File: config.mk
export PLATFORM = sky130hd
export DESIGN_NAME = swramp_top
export DESIGN_NICKNAME = d
export VERILOG_FILES = /design/src/rtl/swramp_pkg.sv /design/src/rtl/swramp_steps.sv /design/src/rtl/swramp_dwell.sv /design/src/rtl/swramp_top.sv
export SDC_FILE = /design/constraint.sdc
export NUM_CORES = 1
export LEC_CHECK = 0
export ABC_CLOCK_PERIOD_IN_PS = 2400
export BUFFER_PORTS_ARGS = -buffer_cell sky130_fd_sc_hd__buf_4
export CAP_MARGIN = 15
export CORE_MARGIN = 5
export CORE_UTILIZATION = 55
export CTS_CLUSTER_SIZE = 30
export DETAILED_ROUTE_END_ITERATION = 10
export GPL_TIMING_DRIVEN = 0
export PLACE_DENSITY = 0.83
export SYNTH_ARGS = -nofsm -noshare
export SYNTH_HDL_FRONTEND = slang
export SYNTH_SLANG_ARGS = --single-unit
File: constraint.sdc
create_clock -name clk -period 2.4 [get_ports clk]
set_input_delay 0.12 -clock clk [delete_from_list [all_inputs] [get_ports clk]]
set_output_delay 0.12 -clock clk [all_outputs]
set_load 0.02 [all_outputs]
File: src/rtl/swramp_pkg.sv
package swramp_pkg;
    localparam int CODE_W  = 8;
    localparam int N_STEPS = 5;
    localparam int STEP_W  = $clog2(N_STEPS + 1);

    typedef logic [CODE_W-1:0] sw_code_t;

    localparam sw_code_t CODE_CLOSED = 8'hFF;
    localparam sw_code_t CODE_OPEN   = 8'h00;

    typedef enum logic [1:0] {
        MODE_IDLE,
        MODE_RAMP,
        MODE_CLOSE
    } mode_e;
endpackage

File: src/rtl/swramp_steps.sv
module swramp_steps
    import swramp_pkg::*;
(
    input  logic [STEP_W-1:0] idx,
    output sw_code_t          code
);
    // Fixed opening sequence; any index past the end maps to fully open.
    always_comb begin
        case (idx)
            STEP_W'(0): code = 8'hFF;
            STEP_W'(1): code = 8'hFE;
            STEP_W'(2): code = 8'hF8;
            STEP_W'(3): code = 8'hF0;
            default:    code = CODE_OPEN;
        endcase
    end
endmodule

File: src/rtl/swramp_dwell.sv
module swramp_dwell #(
    parameter int CLK_PER_US = 100,
    parameter int DWELL_US   = 10
) (
    input  logic clk,
    input  logic rst_n,
    input  logic load,
    output logic expire
);
    localparam int DWELL_CYC = DWELL_US * CLK_PER_US;
    localparam int CNT_W     = (DWELL_CYC > 1) ? $clog2(DWELL_CYC) : 1;
    localparam logic [CNT_W-1:0] LOAD_VAL = CNT_W'(DWELL_CYC - 1);

    typedef struct packed {
        logic             run;
        logic [CNT_W-1:0] cnt;
    } tmr_t;

    tmr_t tmr_d, tmr_q;

    assign expire = tmr_q.run && (tmr_q.cnt == '0);

    always_comb begin
        tmr_d = tmr_q;
        if (load) begin
            tmr_d.run = 1'b1;
            tmr_d.cnt = LOAD_VAL;
        end else if (tmr_q.run) begin
            if (tmr_q.cnt == '0) begin
                tmr_d.run = 1'b0;
            end else begin
                tmr_d.cnt = tmr_q.cnt - 1'b1;
            end
        end
    end

    always_ff @(posedge clk or negedge rst_n) begin
        if (!rst_n) begin
            tmr_q <= '0;
        end else begin
            tmr_q <= tmr_d;
        end
    end

    // the count never leaves the dwell window
    p_cnt_bound_r3: assert property (@(posedge clk) disable iff (!rst_n)
        tmr_q.run |-> (tmr_q.cnt <= LOAD_VAL));

    // a running count steps down by one per cycle
    p_cnt_step_r3: assert property (@(posedge clk) disable iff (!rst_n)
        (tmr_q.run && tmr_q.cnt != '0 && !load) |=>
            (tmr_q.run && tmr_q.cnt == $past(tmr_q.cnt) - 1'b1));
endmodule

File: src/rtl/swramp_top.sv
module swramp_top
    import swramp_pkg::*;
#(
    parameter int CLK_PER_US = 100,
    parameter int DWELL_US   = 10
) (
    input  logic       clk,
    input  logic       rst_n,
    input  logic       on_req,
    input  logic       off_req,
    output logic [7:0] sw_code,
    output logic       busy,
    output logic       done
);
    localparam logic [STEP_W-1:0] LAST_STEP = STEP_W'(N_STEPS - 1);

    typedef struct packed {
        mode_e             mode;
        logic [STEP_W-1:0] step;
        sw_code_t          code;
        logic              done;
    } ctl_t;

    ctl_t ctl_d, ctl_q;

    logic              tmr_load;
    logic              tmr_expire;
    logic [STEP_W-1:0] seq_idx;
    sw_code_t          seq_code;

    assign seq_idx = (ctl_q.mode == MODE_IDLE) ? '0 : (ctl_q.step + STEP_W'(1));

    swramp_steps u_steps (
        .idx  (seq_idx),
        .code (seq_code)
    );

    swramp_dwell #(
        .CLK_PER_US (CLK_PER_US),
        .DWELL_US   (DWELL_US)
    ) u_dwell (
        .clk    (clk),
        .rst_n  (rst_n),
        .load   (tmr_load),
        .expire (tmr_expire)
    );

    always_comb begin
        ctl_d      = ctl_q;
        ctl_d.done = 1'b0;
        tmr_load   = 1'b0;
        case (ctl_q.mode)
            MODE_IDLE: begin
                if (off_req) begin
                    ctl_d.mode = MODE_CLOSE;
                    ctl_d.code = CODE_CLOSED;
                    tmr_load   = 1'b1;
                end else if (on_req) begin
                    if (ctl_q.code == CODE_OPEN) begin
                        ctl_d.done = 1'b1;
                    end else begin
                        ctl_d.mode = MODE_RAMP;
                        ctl_d.step = '0;
                        ctl_d.code = seq_code;
                        tmr_load   = 1'b1;
                    end
                end
            end
            MODE_RAMP: begin
                if (tmr_expire) begin
                    if (ctl_q.step == LAST_STEP) begin
                        ctl_d.mode = MODE_IDLE;
                        ctl_d.done = 1'b1;
                    end else begin
                        ctl_d.step = ctl_q.step + STEP_W'(1);
                        ctl_d.code = seq_code;
                        tmr_load   = 1'b1;
                    end
                end
            end
            MODE_CLOSE: begin
                if (tmr_expire) begin
                    ctl_d.mode = MODE_IDLE;
                    ctl_d.done = 1'b1;
                end
            end
            default: ctl_d.mode = MODE_IDLE;
        endcase
    end

    always_ff @(posedge clk or negedge rst_n) begin
        if (!rst_n) begin
            ctl_q.mode <= MODE_IDLE;
            ctl_q.step <= '0;
            ctl_q.code <= CODE_CLOSED;
            ctl_q.done <= 1'b0;
        end else begin
            ctl_q <= ctl_d;
        end
    end

    assign sw_code = ctl_q.code;
    assign busy    = (ctl_q.mode != MODE_IDLE);
    assign done    = ctl_q.done;

    // done never lasts two cycles
    p_done_single_r4: assert property (@(posedge clk) disable iff (!rst_n)
        done |=> !done);

    // done coincides with an idle block
    p_done_idle_r4: assert property (@(posedge clk) disable iff (!rst_n)
        done |-> !busy);

    // only codes of the opening list ever appear
    p_code_legal_r2: assert property (@(posedge clk) disable iff (!rst_n)
        (sw_code == 8'hFF || sw_code == 8'hFE || sw_code == 8'hF8 ||
         sw_code == 8'hF0 || sw_code == 8'h00));

    // between dwell expiries a busy block holds its code and stays busy
    p_busy_hold_r7: assert property (@(posedge clk) disable iff (!rst_n)
        (busy && !tmr_expire) |=> ($stable(sw_code) && busy));

    // an on request with the switch already open finishes at once
    p_skip_r5: assert property (@(posedge clk) disable iff (!rst_n)
        (!busy && on_req && !off_req && sw_code == CODE_OPEN) |=>
            (done && !busy && sw_code == CODE_OPEN));

    // an idle off request closes the switch next cycle
    p_off_close_r6: assert property (@(posedge clk) disable iff (!rst_n)
        (!busy && off_req) |=> (busy && sw_code == CODE_CLOSED));
endmodule

# ---- Word-level counts from Yosys, hierarchy flattened
# Cells that the tools add are included.
dict set report totals {
  ff_bits 25
  latchBits 0
  ramBits 0
  mem_bits_ro 0
  in_bits 4
  out_inout_bits 10
  n_memories 0
}
dict set report op_classes {
  add_sub_neg 2
  multipliers 0
  n_div 0
  n_lt_le_gt_ge 0
  n_eq_ne 16
  shifts 0
  mux 28
  n_bitwise 0
  reduce_logical 12
}
# op n
set ops {}
lappend ops {{11-bit 2-to-1 mux} 3}
lappend ops {{8-bit case mux with 4 select lines} 1}
lappend ops {{14-bit 2-to-1 mux} 2}
lappend ops {{11-bit case mux with 2 select lines} 1}
lappend ops {{2-bit inequality test, second input constant} 8}
lappend ops {{13-bit 2-to-1 mux} 1}
lappend ops {{10-bit zero test} 1}
lappend ops {{1-bit 2-to-1 mux} 10}
lappend ops {{10-bit 2-to-1 mux} 1}
lappend ops {{5-bit AND reduction} 2}
lappend ops {{10-bit by 1-bit subtractor with 10-bit output, second input constant} 1}
lappend ops {{8-bit zero test} 1}
lappend ops {{8-bit 2-to-1 mux} 1}
lappend ops {{3-bit by 2-bit equality test with 1-bit output, second input constant} 2}
lappend ops {{2-bit 2-to-1 mux} 3}
lappend ops {{3-bit 2-to-1 mux} 2}
lappend ops {{3-bit inequality test, second input constant} 2}
lappend ops {{2-bit case mux with 3 select lines} 1}
lappend ops {{6-bit AND reduction} 1}
lappend ops {{2-bit nonzero test} 3}
lappend ops {{3-bit by 1-bit adder with 3-bit output, second input constant} 1}
lappend ops {{3-bit by 1-bit equality test with 1-bit output, second input constant} 1}
lappend ops {{3-bit equality test, second input constant} 1}
lappend ops {{3-bit zero test} 1}
lappend ops {{other kinds (7)} 7}

# ---- Logic depth before layout (Yosys ltp)
# Gate-level depths: netlist of run 1.
dict set report logic_depth {
  word_depth 8
  ltp_mapped 7
}

# ---- Cells and area by module
# Synthesis of run 1 repeated with hierarchy kept, for this count alone.
dict set report unflattened {
  cells_unflattened 162
  hier_area_um2 1535.2
}
# module instances cells_each area_each_um2 seq_area_each_um2
set by_module_without_submodules {}
lappend by_module_without_submodules {swramp_top 1 98 923.4 360.3}
lappend by_module_without_submodules {swramp_dwell 1 56 559.3 275.3}
lappend by_module_without_submodules {swramp_steps 1 8 52.6 0.0}

# ---- Worst setup path after synthesis of run 1
# Ideal clock, no wire load.
dict set report synth_timing {
  kind {reg2reg}
  startpoint {register u_dwell.tmr_q[0] (netlist name)}
  endpoint {register ctl_q (netlist bit sw_code[0])}
  t_arrival_ps 1756
  t_required_ps 2318
  setup_slack_ps 562
  stages_incl_launch_ff 7
  n_path_buf 0
  period_less_slack_ps 1838
  path_cell_list {dfrtp_1 -> inv_1 -> ha_1 -> nor3b_1 -> nand3_4 -> o22ai_4 -> mux2_4}
}
dict set report synth_between {
  elab_chain_cells 4
}
# element line_no
set synth_lines {}
lappend synth_lines {{from (decl)} swramp_dwell.sv:19} ;# tmr_t tmr_d, tmr_q;
lappend synth_lines {{from (signal assigned)} swramp_dwell.sv:41} ;# tmr_q <= tmr_d;
lappend synth_lines {{10-bit zero test} swramp_dwell.sv:21} ;# assign expire = tmr_q.run && (tmr_q.cnt == '0);
lappend synth_lines {{1-bit logical AND} swramp_dwell.sv:21}
lappend synth_lines {{2-bit inequality test (no line)} n/a}
lappend synth_lines {{5-bit AND reduction (no line)} n/a}
lappend synth_lines {{to (signal assigned)} swramp_top.sv:98} ;# ctl_q <= ctl_d;
lappend synth_lines {{to (decl)} swramp_top.sv:24} ;# ctl_t ctl_d, ctl_q;
# Every way passes these cells.
# A chain may end at the register's enable or synchronous reset.

# ---- Worst setup path in the final report of run 1
dict set report layout_timing {
  startpoint {register u_dwell.tmr_q[0] (netlist name)}
  endpoint {register ctl_q (netlist bit sw_code[6])}
}
# Same word-level chain as after synthesis.

==> metrics.txt, run 1 <==
status finished, final reports clean; post-synth net total 145; Final nets 164; clock sinks 21; CTS tree done; Setup crit end kind flop; Vias per Instance 5.66; Clock transition at path regs 0.12 ns; FF-to-FF Start u_dwell.tmr_q[0]$_DFFE_PN0P_; Post-Route Utilization 63.1%; PortBufs 13; type of the worst min-delay path input port to flop; final-layout fill cell count 205; final setup violation count 0; cts repair resizes 0; FMAX 484 MHz; Slew HR 56.1%; CTS H-Tree Depth 1; clock latency on the worst-skew pair 0.31 ns; total gr overflow 0; xor/xnor cell area share of the yosys netlist 4.54%; mux cell area share after synthesis 6.77%; critical path class flop to flop; largest family of logic cells by synthesized area simple AND/OR/NAND/NOR gates; CORE AREA 2410 um^2; Post-CTS Setup Repair Bufs 0; Worst setup SP type flop; Syn-to-layout area delta 12.7%; max-cap violations 0; synth unique cells 44; Compound-Gate Fraction of Synth Area 17.4%; Syn Inst Count 137; Worst R2R End sw_code[6]$_DFFE_PN1P_; wirelength, routed 2540 um; Reg2Reg Depth 6; Routability Congestion 0.812; top cells by count, synth dfrtp_1, nand2_1, buf_4, inv_1; wire per inst 13.7 um; Post-synth EDFFs 0; die width 59.5 um; Avg Cell Area, Syn 9.85 um^2; share of cells above drive strength 1 25.2%; die area 3550 um^2; CP max FO 8; hold path endpoint done$_DFF_PN0_; standard-cell rows 18; Post-synth ARST share 100%; Slew @ Worst Pin 0.654 ns; post-route ant nets 0; Ys Warns 0; Cell Area, Synth 1350 um^2; Setup TNS 0 ns; CP required 2.65 ns; crit path DAT 2.32 ns; final clock period utilization by the worst path 86.0%; Layout Skew 0.00330 ns; Area contributors post-synth dfrtp_1, dfstp_2, buf_4; Peak supply drop 0.580 mV; RSZ-0062 raised after global routing no; Root Buffer clkbuf_4; leakage dissipation 0.607 nW; DR iter-0 viols 33; Power Dens Cells 987 nW/um^2; First-pass DRT Iterations 4; Adder-Cell Fraction of Synth Area 3.71%; Yosys top cell by area dfrtp_1; Synth Register Bits 21; R2R Setup Slk 0.33 ns; most common cell in the netlist dfrtp_1; # diodes 0; Max clock buf depth 2; Die Y 59.5 um; final number of max-transition violations 0; IO Count 14; Tmin final 2.07 ns; number of cells on the worst hold path 2; Inserted Clock Buffers 3; Simple-Gate Fraction of Synth Area 20.3%; first-pass GRT wire length 4430 um; register area share after synthesis 39.3%; Worst Hold Launch off_req; via count 1048; Final Hold Viols 0; pin count of the biggest net entering global routing 22; Initial Util 56.0%; vias in the first global route 1004; initial antenna violation count 0; Synth top area share 31.5%; DP Wirelength 1860 um; drc violations 0; ys flop type dfrtp_1; total track usage 16.5%
==> stage by stage <==
stage	worst slack [ns]	hold slack (ns)	cell area, um^2	total power [W]	cells
after floorplan	0.562	-0.176	1350	0.00113	137
after global placement	0.370	0.0163	1490	0.00130	180
after detailed placement	0.356	0.0189	1490	0.00133	180
after CTS	0.331	0.0254	1520	0.00151	185
after global routing	0.195	0.0242	1520	0.00162	185
final	0.335	0.0368	1520	0.00150	185
==> flip-flops by register name, indices dropped and copies added, names as in the netlist <==
signal	count
u_dwell.tmr_q	11
ctl_q	5
sw_code	4
done	1
==> where the power goes <==
part | total (W) | internal (W) | switching (W) | leakage (nW)
combinational | 0.000718 | 0.000373 | 0.000346 | 0.357
sequential | 0.000609 | 0.000489 | 0.000120 | 0.236
clock | 0.000175 | 0.0000650 | 0.000110 | 0.0150
==> critical path: stages (launching register included) <==
cell and delay [ns]:
dfrtp_1 0.40, inv_1 0.12, ha_1 0.17, nor3b_1 0.48
nand3_4 0.21, o22ai_4 0.30, mux2_4 0.33
==> worst max-delay path by stage <==
stage,to,start,slack (ns)
2_1_floorplan,sw_code[0]$_DFFE_PN1P_,u_dwell.tmr_q[0]$_DFFE_PN0P_,0.56
3_3_place_gp,sw_code[6]$_DFFE_PN1P_,u_dwell.tmr_q[0]$_DFFE_PN0P_,0.37
6_report,sw_code[6]$_DFFE_PN1P_,u_dwell.tmr_q[0]$_DFFE_PN0P_,0.33
3_5_place_dp,sw_code[6]$_DFFE_PN1P_,u_dwell.tmr_q[0]$_DFFE_PN0P_,0.36
4_1_cts,sw_code[6]$_DFFE_PN1P_,u_dwell.tmr_q[0]$_DFFE_PN0P_,0.33
5_1_grt,sw_code[6]$_DFFE_PN1P_,u_dwell.tmr_q[0]$_DFFE_PN0P_,0.20
==> per-layer routing <==
layer	track usage (%)	vias up	wire length [um]	share of wire, %
li1	-	520	-	-
met1	20.6	497	1160	46
met2	28.4	26	1210	48
met3	1.96	5	119	4.7
met4	7.59	0	52	2.1
met5	0	-	0	0
==> area by class of cell <==
type | instances | area, um^2 | share of cell area [%]
timing repair buffer | 14 | 108 | 7.07
sequential | 21 | 531 | 34.9
inverter | 8 | 30.0 | 1.97
clock buffer | 4 | 26.3 | 1.73
tap | 30 | 37.5 | 2.47
buffer | 12 | 77.6 | 5.10
multi-input combinational | 96 | 712 | 46.8
==> cell usage in the layout, fill, tap and decap left out, types with 2 or more instances in the layout <==
cell type   n
buf_4      21
nand2b_1    3
nand3_1     3
o2111ai_1   3
o21ai_1     4
clkbuf_4    3
nand2_1    15
ha_1        4
nor2_1      6
nor3_1      6
clkbuf_1    3
or3_1       4
dfrtp_1    17
xnor2_1     3
buf_2       2
dfstp_2     4
nor3b_1     2
mux2i_1     2
a21oi_1     4
o21ai_0     3
xor2_1      4
o211ai_1    3
nor2b_1     3
mux2_4      4
inv_1       8
==> kinds of logic after synthesis <==
kind of cell,Yosys count
and+or+nand+nor,48
AOI/OAI and AO/OA,30
DFF,21
buffers and inverters,20
xor gates and xnor gates,7
muxes,7
adders and majority gates,4
==> what timing repair did <==
item / CTS / global route
endpoints found under the hold margin: 21 / 0
setup endpoints to repair: 0 / 0
hold buffers: 1 / 0
Note: power is estimated with default switching activity, not from simulation.
==> run 2, diff against run 1 <==
SETUP_SLACK_MARGIN = 0.4   (was default)
==> run 2 against run 1 <==
  * Utilization rose by 1.6 points
  * Clock skew grew 0.0052 ns
  * Maximum frequency is 8.5% higher
  * Cell count up 1.6%
  * Power is 2.7% higher
  * Sequential power is 1% higher
  * Global-route usage about the same
  * Count of clock-buffer cells in the layout stayed put
  * Die area is the same
  * Via count grew 2.7%
  * Sequential share of layout area is 0.87 points lower
  * Clock power is essentially flat
==> metrics.txt, run 2 (same netlist as run 1, synthesis figures left out) <==
status finished, final reports clean; wire per inst 14.0 um (+2.4%); max incr delay on CP 0.42 ns (-0.06 ns); delay-heaviest family, CP simple AND/OR/NAND/NOR gates; drc violations 0 (unchanged); CTS tree done; type of the worst min-delay path input port to flop; crit path DAT 2.10 ns (-0.22 ns); final setup violation count 0 (unchanged); Biggest register u_dwell.tmr_q; IO Count 14 (unchanged); Layout Skew 0.00848 ns (+0.00518 ns); PortBufs 13 (unchanged); Setup TNS 0 ns (unchanged); critical path class flop to flop; Worst setup SP type flop; commonest non-fill, non-tap cell in the layout buf_4; Max clock buf depth 2 (unchanged); Syn-to-layout area delta 15.6%; Slew HR 66.5% (+10 points); Final Hold Viols 0 (unchanged); standard-cell rows 18 (unchanged); fin cells 188 (+1.6%); Post-Route Utilization 64.7% (+1.6 points); leakage dissipation 0.624 nW (+2.7%); post-route ant nets 0 (unchanged); Finished Cell Area 1560 um^2 (+2.5%); vias in the first global route 1003 (-0.10%); final clock period utilization by the worst path 79.3% (-6.8 points); final number of max-transition violations 0 (unchanged); Setup crit start u_dwell.tmr_q[0]$_DFFE_PN0P_; # diodes 0 (unchanged); wirelength, routed 2640 um (+4.0%); CP required 2.60 ns (-0.05 ns); final-layout fill cell count 199 (-2.9%); RSZ-0062 raised after global routing yes; via count 1076 (+2.7%); cell breakdown of the critical path inv_2 > ha_1 > or3b_1 > clkbuf_4 > o31ai_4 > nor2b_2 > o21ai_1; Placed Area 1490 um^2 (unchanged); Final nets 167 (+1.8%); FMAX 525 MHz (+8.5%); clock sinks 21 (unchanged); CORE AREA 2410 um^2 (unchanged); Root Buffer clkbuf_4; CP max FO 7 (-1); Inserted Clock Buffers 3 (unchanged); most frequent cells in the layout buf_4, dfrtp_1, nand2_1; Peak supply drop 0.606 mV (+4.5%); DP Wirelength 1860 um (unchanged); Setup crit end kind flop; Largest register FFs 11 (unchanged); CTS H-Tree Depth 1 (unchanged); Clock transition at path regs 0.12 ns (about the same); Worst Hold Launch off_req; clock latency on the worst-skew pair 0.31 ns (about the same); worst path bufs/invs 2 (+1); first-pass GRT wire length 4440 um (+0.32%); die width 59.5 um (unchanged); DP Cell Count 180 (unchanged); die area 3550 um^2 (unchanged); Die Y 59.5 um (unchanged); share of cells above drive strength 1 30.4% (+5.2 points); Slowest-stage cell, CP dfrtp_1; total track usage 16.6% (+0.045 points); FF-to-FF Start u_dwell.tmr_q[0]$_DFFE_PN0P_; DR iter-0 viols 41 (+24%); initial antenna violation count 0 (unchanged); Slew @ Worst Pin 0.500 ns (-0.154 ns); Power Dens Cells 989 nW/um^2 (+0.17%); Routability Congestion 0.812 (unchanged); First-pass DRT Iterations 4 (unchanged); Tmin final 1.90 ns (-0.162 ns); pin count of the biggest net entering global routing 22 (unchanged); total gr overflow 0 (unchanged); Vias per Instance 5.72 (+1.0%); max-cap violations 0 (unchanged); Initial Util 56.0% (unchanged)
==> run 2: cell count changes in the layout (fill, tap and decap cells not counted), sizes merged <==
cell	before	now
buf	23	26
==> run 2: area by class of cell <==
class | instances | area (um^2) | share of cell area (%)
buffer | 12 | 81.3 | 5.21
inverter | 8 | 30.0 | 1.92
timing repair buffer | 17 | 130 | 8.34
multi-input combinational | 96 | 724 | 46.4
tap | 30 | 37.5 | 2.41
clock buffer | 4 | 26.3 | 1.68
sequential | 21 | 531 | 34.0
==> run 2: power breakdown <==
part	internal, W	leakage (nW)	switching [W]
Combinational	0.000395	0.373	0.000357
Clock	0.0000650	0.0150	0.000110
Sequential	0.000489	0.236	0.000127
Total	0.000949	0.624	0.000594
==> run 2: metal layers <==
metal / track usage (%) / wire length, um
met1: 20.7 / 1150
met3: 1.96 / 110
met4: 7.59 / 44
met2: 28.4 / 1330
met5: 0 / 0
==> run 2: what timing repair did <==
action                                 4_1_cts  5_1_grt
endpoints found under the hold margin       21        0
hold buffers                                 1        0
buffers inserted                             0        3
pin swaps                                    0        2
setup endpoints to repair                    4        8
gates resized for setup                      1        8
==> run 2: worst register-to-register path, delay by kind of cell, from the launching register on <==
kind | cells | cell delay, ns
AO/OA/AOI/OAI | 2 | 0.41
adder cells (fa/ha/maj) | 1 | 0.16
buffers and inverters | 2 | 0.27
flip-flops | 1 | 0.42
AND/OR/NAND/NOR | 2 | 0.53
==> run 2: worst paths after layout <==
kind                                                end  slack, ns  depth (start not counted)
max                        u_dwell.tmr_q[2]$_DFFE_PN0P_       0.50                          7
min                                      done$_DFF_PN0_       0.03                          2
max reg2reg                u_dwell.tmr_q[2]$_DFFE_PN0P_       0.50                          7
min reg2reg                       ctl_q[13]$_DFFE_PN0P_       0.52                          1
max in group asynchronous        sw_code[6]$_DFFE_PN1P_       1.91                          2
min in group asynchronous         ctl_q[11]$_DFFE_PN0P_       0.21                          2
==> run 2: stage by stage <==
stage	total power, W	worst slack [ns]	hold slack [ns]
floorplan	0.00113	0.562	-0.176
global placement	0.00130	0.370	0.0163
detailed placement	0.00133	0.356	0.0189
CTS	0.00152	0.469	0.0254
global route	0.00166	0.352	0.0242
finish	0.00154	0.497	0.0347
